<file path="config.mk">
export PLATFORM = sky130hd
export DESIGN_NAME = spwm_modulator
export DESIGN_NICKNAME = d
export VERILOG_FILES = /design/src/rtl/spwm_pkg.sv /design/src/rtl/spwm_ctrl.sv /design/src/rtl/spwm_wave.sv /design/src/rtl/spwm_datapath.sv /design/src/rtl/spwm_modulator.sv
export SDC_FILE = /design/constraint.sdc
export NUM_CORES = 1
export LEC_CHECK = 0
export BUFFER_PORTS_ARGS = -buffer_cell sky130_fd_sc_hd__buf_2
export CAP_MARGIN = 10
export CORE_ASPECT_RATIO = 1.1
export CORE_MARGIN = 4
export CORE_UTILIZATION = 35
export DETAILED_ROUTE_END_ITERATION = 10
export PLACE_DENSITY_LB_ADDON = 0.3
export SYNTH_ARGS = -nofsm -noshare
export SYNTH_HDL_FRONTEND = slang
export SYNTH_HIERARCHICAL = 1
export SYNTH_SLANG_ARGS = --single-unit
</file>
<file path="constraint.sdc">
create_clock -name clk -period 15.3 [get_ports clk]
set_input_delay 0.765 -clock clk [delete_from_list [all_inputs] [get_ports clk]]
set_output_delay 0.765 -clock clk [all_outputs]
set_load 0.02 [all_outputs]
</file>
<file path="src/rtl/spwm_pkg.sv">
package spwm_pkg;

  // Strobes passed from the carrier sequencer to the datapath.
  typedef struct packed {
    logic peak;        // carrier at its top value, first of its two clocks
    logic refreshWin;  // inside the low-side refresh window of the period
  } spwmStrb_t;

endpackage

</file>
<file path="src/rtl/spwm_ctrl.sv">
module spwm_ctrl
  import spwm_pkg::*;
#(
  parameter int CAR_W   = 6,
  parameter int REF_PCT = 8
) (
  input  logic             clk,
  input  logic             rst,
  output logic [CAR_W-1:0] carrier,
  output spwmStrb_t        strb
);

  localparam int CAR_MAX  = 2**CAR_W - 1;
  localparam int PERIOD   = 4 * CAR_MAX;
  localparam int PEAK_AT  = 2 * CAR_MAX;
  localparam int PCNT_W   = $clog2(PERIOD);
  localparam int REF_CLKS = (PERIOD * REF_PCT + 50) / 100;

  logic [PCNT_W-1:0] periodCnt;

  // One count per clock; bit 0 acts as the divide-by-two step prescaler.
  always_ff @(posedge clk) begin
    if (rst) begin
      periodCnt <= '0;
    end else if (periodCnt == PCNT_W'(PERIOD - 1)) begin
      periodCnt <= '0;
    end else begin
      periodCnt <= periodCnt + 1'b1;
    end
  end

  // Rising slope for the first half, falling slope mirrored about the peak.
  always_comb begin
    if (int'(periodCnt) <= PEAK_AT + 1) begin
      carrier = CAR_W'(periodCnt >> 1);
    end else begin
      carrier = CAR_W'((PERIOD + 1 - int'(periodCnt)) >> 1);
    end
    strb.peak       = (int'(periodCnt) == PEAK_AT);
    strb.refreshWin = (int'(periodCnt) < REF_CLKS);
  end

  a_r1_peak_top: assert property (@(posedge clk) disable iff (rst)
    strb.peak |-> (int'(carrier) == CAR_MAX));

  a_r1_unit_slope: assert property (@(posedge clk) disable iff (rst)
    (int'(carrier) - int'($past(carrier))) inside {-1, 0, 1});

  a_r1_single_peak: assert property (@(posedge clk) disable iff (rst)
    strb.peak |=> !strb.peak);

endmodule

</file>
<file path="src/rtl/spwm_wave.sv">
module spwm_wave #(
  parameter int POS_W = 8,
  parameter int CAR_W = 6
) (
  input  logic [POS_W-1:0] idx,
  output logic [CAR_W-1:0] wave
);

  localparam int QW  = 2**(POS_W - 1);
  localparam int MID = 2**(CAR_W - 1);

  // Parabolic half-wave per half turn: peak near MID, mirrored below MID.
  always_comb begin
    int x;
    int d;
    x = int'(idx[POS_W-2:0]);
    d = ((x * (QW - x)) << (CAR_W + 1)) >> (2 * (POS_W - 1));
    if (d > MID - 1) d = MID - 1;
    if (idx[POS_W-1]) begin
      wave = CAR_W'(MID - d);
    end else begin
      wave = CAR_W'(MID + d);
    end
  end

endmodule

</file>
<file path="src/rtl/spwm_datapath.sv">
module spwm_datapath
  import spwm_pkg::*;
#(
  parameter int CAR_W       = 6,
  parameter int AMP_W       = 8,
  parameter int POS_W       = 8,
  parameter int LA_W        = 5,
  parameter int LEAD_DEG    = 58,
  parameter int REFRESH_AMP = 16
) (
  input  logic             clk,
  input  logic             rst,
  input  logic [CAR_W-1:0] carrier,
  input  spwmStrb_t        strb,
  input  logic [AMP_W-1:0] ampCmd,
  input  logic [POS_W-1:0] rotorPos,
  input  logic [LA_W-1:0]  leadReq,
  input  logic [LA_W-1:0]  leadLo,
  input  logic [LA_W-1:0]  leadHi,
  output logic [2:0]       pwmHigh,
  output logic             lowRefresh
);

  localparam int NPH      = 3;
  localparam int LEAD_NUM = LEAD_DEG * (2**POS_W);
  localparam int LEAD_DEN = (2**LA_W - 1) * 360;
  localparam int PH120    = (2**POS_W + 1) / 3;
  localparam int PH240    = (2 * 2**POS_W + 1) / 3;

  logic [LA_W-1:0]  clippedLead;
  logic [POS_W-1:0] leadOffNext;
  logic [AMP_W-1:0] ampQ;
  logic [LA_W-1:0]  leadQ;
  logic [POS_W-1:0] leadOffQ;
  logic [POS_W-1:0] baseIdx;
  logic [POS_W-1:0] phaseIdx [NPH];
  logic [NPH-1:0]   demandNext;
  logic             refreshActive;

  // Lower clip wins when the limits cross.
  always_comb begin
    if (leadLo > leadHi) begin
      clippedLead = leadLo;
    end else if (leadReq < leadLo) begin
      clippedLead = leadLo;
    end else if (leadReq > leadHi) begin
      clippedLead = leadHi;
    end else begin
      clippedLead = leadReq;
    end
    leadOffNext = POS_W'((int'(clippedLead) * LEAD_NUM) / LEAD_DEN);
  end

  assign refreshActive = (int'(ampQ) < REFRESH_AMP);

  always_comb begin
    baseIdx     = rotorPos + leadOffQ;
    phaseIdx[0] = baseIdx;
    phaseIdx[1] = baseIdx - POS_W'(PH120);
    phaseIdx[2] = baseIdx - POS_W'(PH240);
  end

  for (genvar ph = 0; ph < NPH; ph++) begin : gPhase
    logic [CAR_W-1:0]       waveVal;
    logic [CAR_W+AMP_W-1:0] prod;
    logic [CAR_W-1:0]       modVal;

    spwm_wave #(.POS_W(POS_W), .CAR_W(CAR_W)) uWave (
      .idx  (phaseIdx[ph]),
      .wave (waveVal)
    );

    assign prod   = {{AMP_W{1'b0}}, waveVal} * {{CAR_W{1'b0}}, ampQ};
    assign modVal = CAR_W'(prod >> AMP_W);
    assign demandNext[ph] = !refreshActive && (modVal > carrier);
  end

  always_ff @(posedge clk) begin
    if (rst) begin
      ampQ       <= '0;
      leadQ      <= '0;
      leadOffQ   <= '0;
      pwmHigh    <= '0;
      lowRefresh <= 1'b0;
    end else begin
      if (strb.peak) begin
        ampQ     <= ampCmd;
        leadQ    <= clippedLead;
        leadOffQ <= leadOffNext;
      end
      pwmHigh    <= demandNext;
      lowRefresh <= refreshActive && strb.refreshWin;
    end
  end

  a_r8_amp_hold: assert property (@(posedge clk) disable iff (rst)
    !strb.peak |=> $stable(ampQ));

  a_r8_lead_hold: assert property (@(posedge clk) disable iff (rst)
    !strb.peak |=> $stable(leadQ));

  a_r6_clip_range: assert property (@(posedge clk) disable iff (rst)
    (strb.peak && leadLo <= leadHi) |=> (leadQ >= $past(leadLo) && leadQ <= $past(leadHi)));

  a_r7_clip_cross: assert property (@(posedge clk) disable iff (rst)
    (strb.peak && leadLo > leadHi) |=> (leadQ == $past(leadLo)));

  a_r9_refresh_off: assert property (@(posedge clk) disable iff (rst)
    refreshActive |=> (pwmHigh == '0));

  a_r9_no_low_pulse: assert property (@(posedge clk) disable iff (rst)
    !refreshActive |=> !lowRefresh);

  a_r3_peak_low: assert property (@(posedge clk) disable iff (rst)
    strb.peak |=> (pwmHigh == '0));

endmodule

</file>
<file path="src/rtl/spwm_modulator.sv">
module spwm_modulator
  import spwm_pkg::*;
#(
  parameter int CAR_W       = 6,
  parameter int AMP_W       = 8,
  parameter int POS_W       = 8,
  parameter int LA_W        = 5,
  parameter int LEAD_DEG    = 58,
  parameter int REFRESH_AMP = 16,
  parameter int REF_PCT     = 8
) (
  input  logic             clk,
  input  logic             rst,
  input  logic [AMP_W-1:0] ampCmd,
  input  logic [POS_W-1:0] rotorPos,
  input  logic [LA_W-1:0]  leadReq,
  input  logic [LA_W-1:0]  leadLo,
  input  logic [LA_W-1:0]  leadHi,
  output logic [2:0]       pwmHigh,
  output logic             lowRefresh,
  output logic             carrierPeak
);

  logic [CAR_W-1:0] carrier;
  spwmStrb_t        strb;

  spwm_ctrl #(.CAR_W(CAR_W), .REF_PCT(REF_PCT)) uCtrl (
    .clk     (clk),
    .rst     (rst),
    .carrier (carrier),
    .strb    (strb)
  );

  spwm_datapath #(
    .CAR_W(CAR_W), .AMP_W(AMP_W), .POS_W(POS_W), .LA_W(LA_W),
    .LEAD_DEG(LEAD_DEG), .REFRESH_AMP(REFRESH_AMP)
  ) uDp (
    .clk        (clk),
    .rst        (rst),
    .carrier    (carrier),
    .strb       (strb),
    .ampCmd     (ampCmd),
    .rotorPos   (rotorPos),
    .leadReq    (leadReq),
    .leadLo     (leadLo),
    .leadHi     (leadHi),
    .pwmHigh    (pwmHigh),
    .lowRefresh (lowRefresh)
  );

  assign carrierPeak = strb.peak;

endmodule

</file>
==> results of run 1 <==
[cells in the final DEF, fill, tap and decap left out, types with 24 or more instances in the layout]
| cell | count |
|---|---|
| ha_1 | 268 |
| inv_1 | 244 |
| fa_1 | 165 |
| nand2_1 | 157 |
| nor2_1 | 113 |
| and2_1 | 77 |
| a21oi_1 | 66 |
| nor2b_1 | 61 |
| xnor2_1 | 54 |
| o21ai_0 | 39 |
| buf_2 | 37 |
| nor3_1 | 37 |
| mux2i_1 | 36 |
| o21a_1 | 31 |
| a21o_1 | 29 |
| nand2b_1 | 28 |
| xor2_1 | 27 |
| dfxtp_1 | 26 |
| nand3_1 | 25 |
| conb_1 | 24 |
[flip-flops by register name, indices dropped and copies added, names as in the netlist]
signal           count
uCtrl/periodCnt      8
uDp/ampQ             8
uDp/leadOffQ         6
uDp/lowRefresh       1
uDp/pwmHigh          3
[metal layers]
metal  track usage, %  wire length [microns]  vias up
li1                 -                      -     6453
met1             20.5                  17300     6205
met2             26.6                  17300      138
met3             1.19                    921       19
met4             1.32                    238        0
met5                0                      0        -
[final timing paths]
check | startpoint | endpoint | depth (start not counted)
max | rotorPos[0] | uDp/pwmHigh[2] | 53
max reg2reg | uDp/leadOffQ[0] | uDp/pwmHigh[2] | 52
min | uCtrl/periodCnt[0] | uCtrl/periodCnt[0] | 1
min reg2reg | uCtrl/periodCnt[0] | uCtrl/periodCnt[0] | 1
[cells by family after synthesis]
| logic type | Yosys count |
|---|---|
| adder cells (fa/ha/maj) | 433 |
| flip-flops | 26 |
| AND/OR/NAND/NOR | 621 |
| buffers and inverters | 315 |
| multiplexers | 43 |
| other | 6 |
| XOR/XNOR | 84 |
| AO/OA/AOI/OAI | 358 |
[stage by stage]
stage	setup slack (ps)	instances	area (sq um)	hold WS, ps	utilization, %
3_5_place_dp	1910	2471	16600	477	37.3
3_3_place_gp	2040	2471	16600	471	37.3
4_1_cts	2150	2475	16700	494	37.5
5_1_grt	1320	2475	16700	541	37.5
2_1_floorplan	3270	1904	15900	441	-
6_report	2240	2475	16700	491	37.5
[worst max-delay path: cells and delay by family]
kind / cells / cell delay (ps)
AOI/OAI and AO/OA: 16 / 2990
xor gates and xnor gates: 4 / 1650
adders and majority gates: 14 / 5410
buffers and inverters: 8 / 670
muxes: 1 / 320
and+or+nand+nor: 10 / 1420
[layout make-up]
class / count / share of cell area (%)
multi-input cells: 1563 / 84.6
inverters: 251 / 5.65
well taps: 581 / 4.35
flip-flops and latches: 26 / 3.11
repair buffers: 50 / 1.69
clock buffers: 3 / 0.449
clock inverters: 1 / 0.180
==> results.py, run 1 <==
metrics = {
    "detailed_routing": {
        "drtIter0Drc": 575,
        "vias_per_cell": 5.18,
        "vias": 12815,
        "routed_wl_microns": 35800,
        "drtAntennaViolNets": 0,
        "drc": 0,
        "wire_per_inst_microns": 14.5,
        "firstDrtPassIters": 5,
    },
    "synthesis": {
        "syn_area_per_cell_sq_um": 8.40,
        "synth_top_area_cell": "ha_1",
        "yosys-top-cells-count": "ha_1, inv_1, fa_1",
        "synth_top_family_by_area": "adder cells",
        "synth_mux_area_share_pct": 2.93,
        "yosys.area_share.simple_pct": 20.9,
        "async_reset_ff_share_pct": 0,
        "yosys.area.top_type_share_pct": 21.2,
        "synth_seq_cells": 26,
        "syn-cell-area_sq_um": 15800,
        "yosysSeqAreaShare_pct": 3.29,
        "synth_edf_count": 0,
        "synth-compound-area-share_pct": 18.0,
        "synth_top_flop_cell": "dfxtp_1",
        "synth.area.top_cells": "ha_1, fa_1, inv_1",
        "synth.distinct_cells": 121,
        "synth_xor_area_share_pct": 4.86,
        "yosysMostFrequentCell": "ha_1",
        "synth_warnings": 6,
        "syn_inst": 1886,
        "synth_adder_area_share_pct": 42.0,
    },
    "die": {
        "fp-row-count": 81,
        "dieArea_sq_um": 48700,
        "die_h_microns": 231,
        "coreArea_sq_um": 44600,
        "io_pins": 38,
        "initial_core_util_pct": 35.5,
        "die_w_microns": 211,
    },
    "setup_path": {
        "cp-start-kind": "input port",
        "reg2reg_slack_ps": 2460,
        "arrival_ps": 13220,
        "slowest_delay_ps": 670,
        "path_class": "in2reg",
        "slowest_stage": "xnor2_1",
        "critical_path.max_fanout": 14,
        "cp.required_ps": 15470,
        "critPathCaptureType": "flop",
    },
    "cts": {
        "postCtsResizedCells": 0,
        "cts.sink_count": 26,
        "clk_pin_slew_worst_paths_ps": 70,
        "cts_tree": "built",
        "clockBufferDepth": 2,
        "cts_root_buffer": "clkbuf_16",
        "htreeDepth": 1,
        "cts_hold_buf": 0,
        "clk_latency_ps": 270,
        "numCtsBuffers": 3,
        "cts_setup_buffers": 0,
    },
    "cells_and_area": {
        "diodes": 0,
        "drive_above_1_share_pct": 8.13,
        "final_nets": 2361,
        "multi_input_comb_area_sq_um": 14100,
        "fillers": 4672,
        "syn2layout_area_growth_pct": 5.56,
        "regArea_sq_um": 520,
    },
    "placement": {
        "globalplace.congestion": 0.828,
        "hpwl_microns": 30600,
        "portBuffers": 37,
    },
    "timing": {
        "period_minus_slack_ps": 13060,
        "slew_headroom_pct": 20.3,
        "maxSlewViolCount": 0,
        "worst-slew-pin-transition_ps": 1180,
        "hold_violations": 0,
        "tns_ps": 0,
        "rsz0062_at_grt": "no",
        "timing.final.crit_share_pct": 85.3,
        "skew_ps": 1.18,
        "setup_viol": 0,
        "fmax_mhz": 76.6,
    },
    "worst_hold_path": {
        "hold_class": "reg2reg",
    },
    "run_status": {
        "status": "finished, final reports clean",
    },
    "global_routing": {
        "antenna_found_initial": 0,
        "grt.overflow.total": 0,
        "grt_max_degree": 23,
        "track_usage_pct": 14.9,
        "grt_pass1_wl_microns": 62900,
        "grt_pass1_vias": 13205,
    },
    "flow_run": {
        "cap_violations": 0,
    },
}
Power of run 1 is left out: the tool's default activity adds up to more than one toggle a clock period on the data nets, which glitch-free logic cannot reach.
==> run 2: changes to the inputs <==
- clock period: 15.3 -> 12.6 ns (I/O delays scaled with it)
==> run 2 against run 1 <==
Against the previous run:
- via count grew 1.3%
- critical path depth decreased by 2
- clock skew increased by 1.8 ps
- wire length up 1.1%
- register-to-register slack worse by 1700 ps
- die area did not move
- first-iteration DRC count rose by 22%
- hold slack lost 7.3 ps
- count of clock-buffer cells in the layout stayed put
- non-clock buffer count grew 41
- largest cell class unchanged
==> results.py, run 2 (synthesized netlist as in run 1, its figures left out) <==
metrics = {
    "timing": {
        "skew_ps": 2.94,
        "setup_viol": 0,
        "fin_hold_ws_ps": 484,
        "period_minus_slack_ps": 11940,
        "fmax_mhz": 83.8,
        "worst-slew-pin-transition_ps": 904,
        "hold_violations": 0,
        "slew_headroom_pct": 39.3,
        "rsz0062_at_grt": "yes",
        "maxSlewViolCount": 0,
        "timing.final.crit_share_pct": 94.7,
    },
    "cells_and_area": {
        "reg_top3": "uCtrl/periodCnt x8, uDp/ampQ x8, uDp/leadOffQ x6",
        "fin_util_pct": 38.5,
        "diodes": 0,
        "syn2layout_area_growth_pct": 8.22,
        "drive_above_1_share_pct": 11.2,
        "final_cell_mix": "ha_1, inv_1, fa_1",
        "final_nets": 2402,
        "fillers": 4612,
        "layoutNonFillerInstCount": 2516,
        "fin_area_sq_um": 17100,
        "layout_commonest_cell": "ha_1",
    },
    "worst_hold_path": {
        "hold_class": "reg2reg",
        "whs_path_depth": 1,
        "hp-start": "uCtrl/periodCnt[0]",
    },
    "placement": {
        "hpwl_microns": 30800,
        "globalplace.congestion": 0.869,
        "portBuffers": 37,
        "placedCellCount": 2508,
        "placed_area_sq_um": 16900,
    },
    "die": {
        "io_pins": 38,
        "die_w_microns": 211,
        "initial_core_util_pct": 35.5,
        "fp-row-count": 81,
        "die_h_microns": 231,
        "dieArea_sq_um": 48700,
        "coreArea_sq_um": 44600,
    },
    "cts": {
        "clockBufferDepth": 2,
        "cts_tree": "built",
        "clk_latency_ps": 270,
        "cts_hold_buf": 0,
        "cts.sink_count": 26,
        "numCtsBuffers": 3,
        "htreeDepth": 1,
        "cts_root_buffer": "clkbuf_16",
        "clk_pin_slew_worst_paths_ps": 70,
    },
    "setup_path": {
        "crit_top_cell": "fa_1",
        "r2r_cells": 50,
        "crit_start": "rotorPos[0]",
        "path_class": "in2reg",
        "arrival_ps": 12100,
        "reg2reg_slack_ps": 720,
        "slowest_stage": "fa_1",
        "slowest_delay_ps": 560,
        "r2r-start": "uDp/leadOffQ[0]",
        "cp.required_ps": 12760,
        "cp-start-kind": "input port",
        "critical_path.max_fanout": 10,
        "critPathCaptureType": "flop",
    },
    "global_routing": {
        "grtUsageMet2_pct": 26.2,
        "grt-busiest-layer": "met2",
        "grt_pass1_vias": 13396,
        "antenna_found_initial": 1,
        "grt_pass1_wl_microns": 63800,
        "grt_use_met1_pct": 21.1,
        "grt_max_degree": 23,
        "track_usage_pct": 15.1,
        "grt.overflow.total": 0,
        "grtUsageMet3_pct": 1.42,
    },
    "detailed_routing": {
        "drtAntennaViolNets": 0,
        "drtIter0Drc": 700,
        "firstDrtPassIters": 5,
        "vias_per_cell": 5.16,
        "drc": 0,
        "routed_wl_microns": 36200,
        "wire_per_inst_microns": 14.4,
        "vias": 12977,
    },
    "flow_run": {
        "cap_violations": 0,
    },
    "run_status": {
        "status": "finished, final reports clean",
    },
}
## run 2: final cells by class
cell class	count	area (sq um)	share of cell area (%)
Sequential cell	26	522	3.04
Clock buffer	3	75.1	0.438
Multi-Input combinational cell	1563	14300	83.1
Inverter	251	948	5.53
Timing Repair Buffer	91	591	3.44
Clock inverter	1	30.0	0.175
Tap cell	581	727	4.24
## run 2: timing repair
item                       in CTS  in global routing
hold endpoints to repair        0                  0
setup buffers                   0                  4
gates resized for setup         0                 26
setup endpoints to repair       0                  3
## run 2: through the flow
step / TNS, ps / worst slack (ps)
after floorplan: 0 / 705
after global placement: 0 / 178
after detailed placement: -82.3 / -82.3
after CTS: 0 / 169
after global routing: -47.8 / -30.0
final: 0 / 664
## run 2: routing by layer
layer | up-vias | wire, microns
met3 | 30 | 1120
met1 | 6234 | 17600
li1 | 6528 | -
met2 | 183 | 17100
met4 | 2 | 386
met5 | - | 11
## run 2: worst max-delay path: cells and delay by family
kind / cells / cell delay [ps]
multiplexers: 1 / 300
AO/OA/AOI/OAI: 16 / 2800
AND/OR/NAND/NOR: 8 / 1310
buffers and inverters: 9 / 800
XOR/XNOR: 2 / 340
adder cells (fa/ha/maj): 15 / 5890
## run 2: path summary, 6_finish.rpt
kind	endpoint
max	uDp/pwmHigh[1]
min	uCtrl/periodCnt[0]
max reg2reg	uDp/pwmHigh[1]
min reg2reg	uCtrl/periodCnt[0]
Power of run 2 is left out for the same reason.
==> run 3: changes to the inputs <==
- CORE_UTILIZATION: 35 -> 60
==> run 3 against run 2 <==
Against the previous run:
- critical path depth grew 5
- clock skew grew 3.1 ps
- non-clock buffer count fell by 12
- worst setup slack worse by 69 ps
- global-route usage grew 9.4 points
- sequential cell count stayed put
- critical endpoint unchanged
==> results.py, run 3 (synthesized netlist as in run 1, its figures left out) <==
metrics = {
    "timing": {
        "timing.final.crit_share_pct": 95.3,
        "hold_violations": 0,
        "maxSlewViolCount": 0,
        "period_minus_slack_ps": 12000,
        "slew_headroom_pct": 36.0,
        "fmax_mhz": 83.3,
        "setup_viol": 0,
        "skew_ps": 6.03,
        "fin_hold_ws_ps": 488,
        "worst-slew-pin-transition_ps": 953,
    },
    "setup_path": {
        "reg2reg_slack_ps": 640,
        "arrival_ps": 12170,
        "cp-start-kind": "input port",
        "crit_top_cell": "ha_1",
        "path_delay_family": "adder cells",
        "slowest_stage": "fa_1",
        "path_buf_inv": 9,
        "critical_path.max_fanout": 11,
        "path_class": "in2reg",
        "path_depth": 56,
        "slowest_delay_ps": 550,
        "critPathCaptureType": "flop",
        "r2r_cells": 52,
        "cp.required_ps": 12760,
    },
    "detailed_routing": {
        "routed_wl_microns": 34900,
        "drtIter0Drc": 601,
        "vias": 13200,
        "drtAntennaViolNets": 0,
        "vias_per_cell": 5.80,
        "drc": 0,
        "wire_per_inst_microns": 15.3,
        "firstDrtPassIters": 5,
    },
    "die": {
        "die_h_microns": 178,
        "fp-row-count": 62,
        "initial_core_util_pct": 60.8,
        "die_w_microns": 163,
        "io_pins": 38,
        "coreArea_sq_um": 26100,
        "dieArea_sq_um": 29100,
    },
    "cts": {
        "clockBufferDepth": 2,
        "clk_pin_slew_worst_paths_ps": 70,
        "clk_latency_ps": 270,
        "numCtsBuffers": 3,
        "cts_tree": "built",
        "cts_root_buffer": "clkbuf_16",
        "cts.sink_count": 26,
        "htreeDepth": 1,
    },
    "global_routing": {
        "antenna_found_initial": 2,
        "track_usage_pct": 24.5,
        "grt.overflow.total": 0,
        "grt_max_degree": 23,
        "grt_pass1_wl_microns": 61200,
        "grt_pass1_vias": 13403,
    },
    "placement": {
        "globalplace.congestion": 0.898,
        "hpwl_microns": 29100,
        "portBuffers": 37,
    },
    "cells_and_area": {
        "layout_commonest_cell": "ha_1",
        "final_cell_mix": "ha_1, inv_1, fa_1",
        "syn2layout_area_growth_pct": 6.03,
        "final_nets": 2390,
        "reg_top3": "uCtrl/periodCnt x8, uDp/ampQ x8, uDp/leadOffQ x6",
        "drive_above_1_share_pct": 10.7,
    },
    "run_status": {
        "status": "finished, final reports clean",
    },
    "worst_hold_path": {
        "hold_class": "reg2reg",
        "whs_path_depth": 1,
    },
    "flow_run": {
        "cap_violations": 0,
    },
}
[run 3: cell types whose count changed in the layout (fill, tap and decap cells not counted), moves of 2 or more]
cell     change
nor3b_2      -2
xnor2_2      +2
xnor2_1      -3
buf_4       -13
[run 3: timing repair]
action / 4_1_cts / 5_1_grt
setup buffers: 0 / 2
resized for setup: 0 / 29
endpoints found under the setup margin: 0 / 3
hold buffers: 0 / 0
[run 3: final timing paths]
| kind | startpoint | to |
|---|---|---|
| hold / removal | uCtrl/periodCnt[0] | uCtrl/periodCnt[0] |
| setup reg to reg | uDp/leadOffQ[1] | uDp/pwmHigh[0] |
| hold reg to reg | uCtrl/periodCnt[0] | uCtrl/periodCnt[0] |
| setup / recovery | rotorPos[0] | uDp/pwmHigh[1] |
[run 3: per-stage QoR]
stage	setup slack (ps)	util [%]	area [sq um]	instances	setup TNS, ps
detailed placement	-144	63.4	16500	2269	-152
global placement	-20.8	63.4	16500	2269	-20.8
CTS	91.1	63.8	16600	2273	0
global route	-1.78	64.4	16800	2275	-1.78
floorplan	705	-	15900	1904	0
finish	596	64.5	16800	2276	0
[run 3: cell type report]
class                      instances  area [sq um]
inverter                         251           948
timing repair buffer              79           504
antenna                            1          2.50
fill                            2219          9270
clock buffer                       3          75.1
clock inverter                     1          30.0
tap                              352           440
sequential                        26           520
multi-input combinational       1563         14300
[run 3: metal layers]
layer,up-vias,routed length [microns],GRT usage [%]
met1,6370,15700,32.6
li1,6509,-,-
met3,47,1270,1.85
met2,270,17300,44.4
met5,-,27,0
met4,4,481,3.91
Power of run 3 is left out for the same reason.
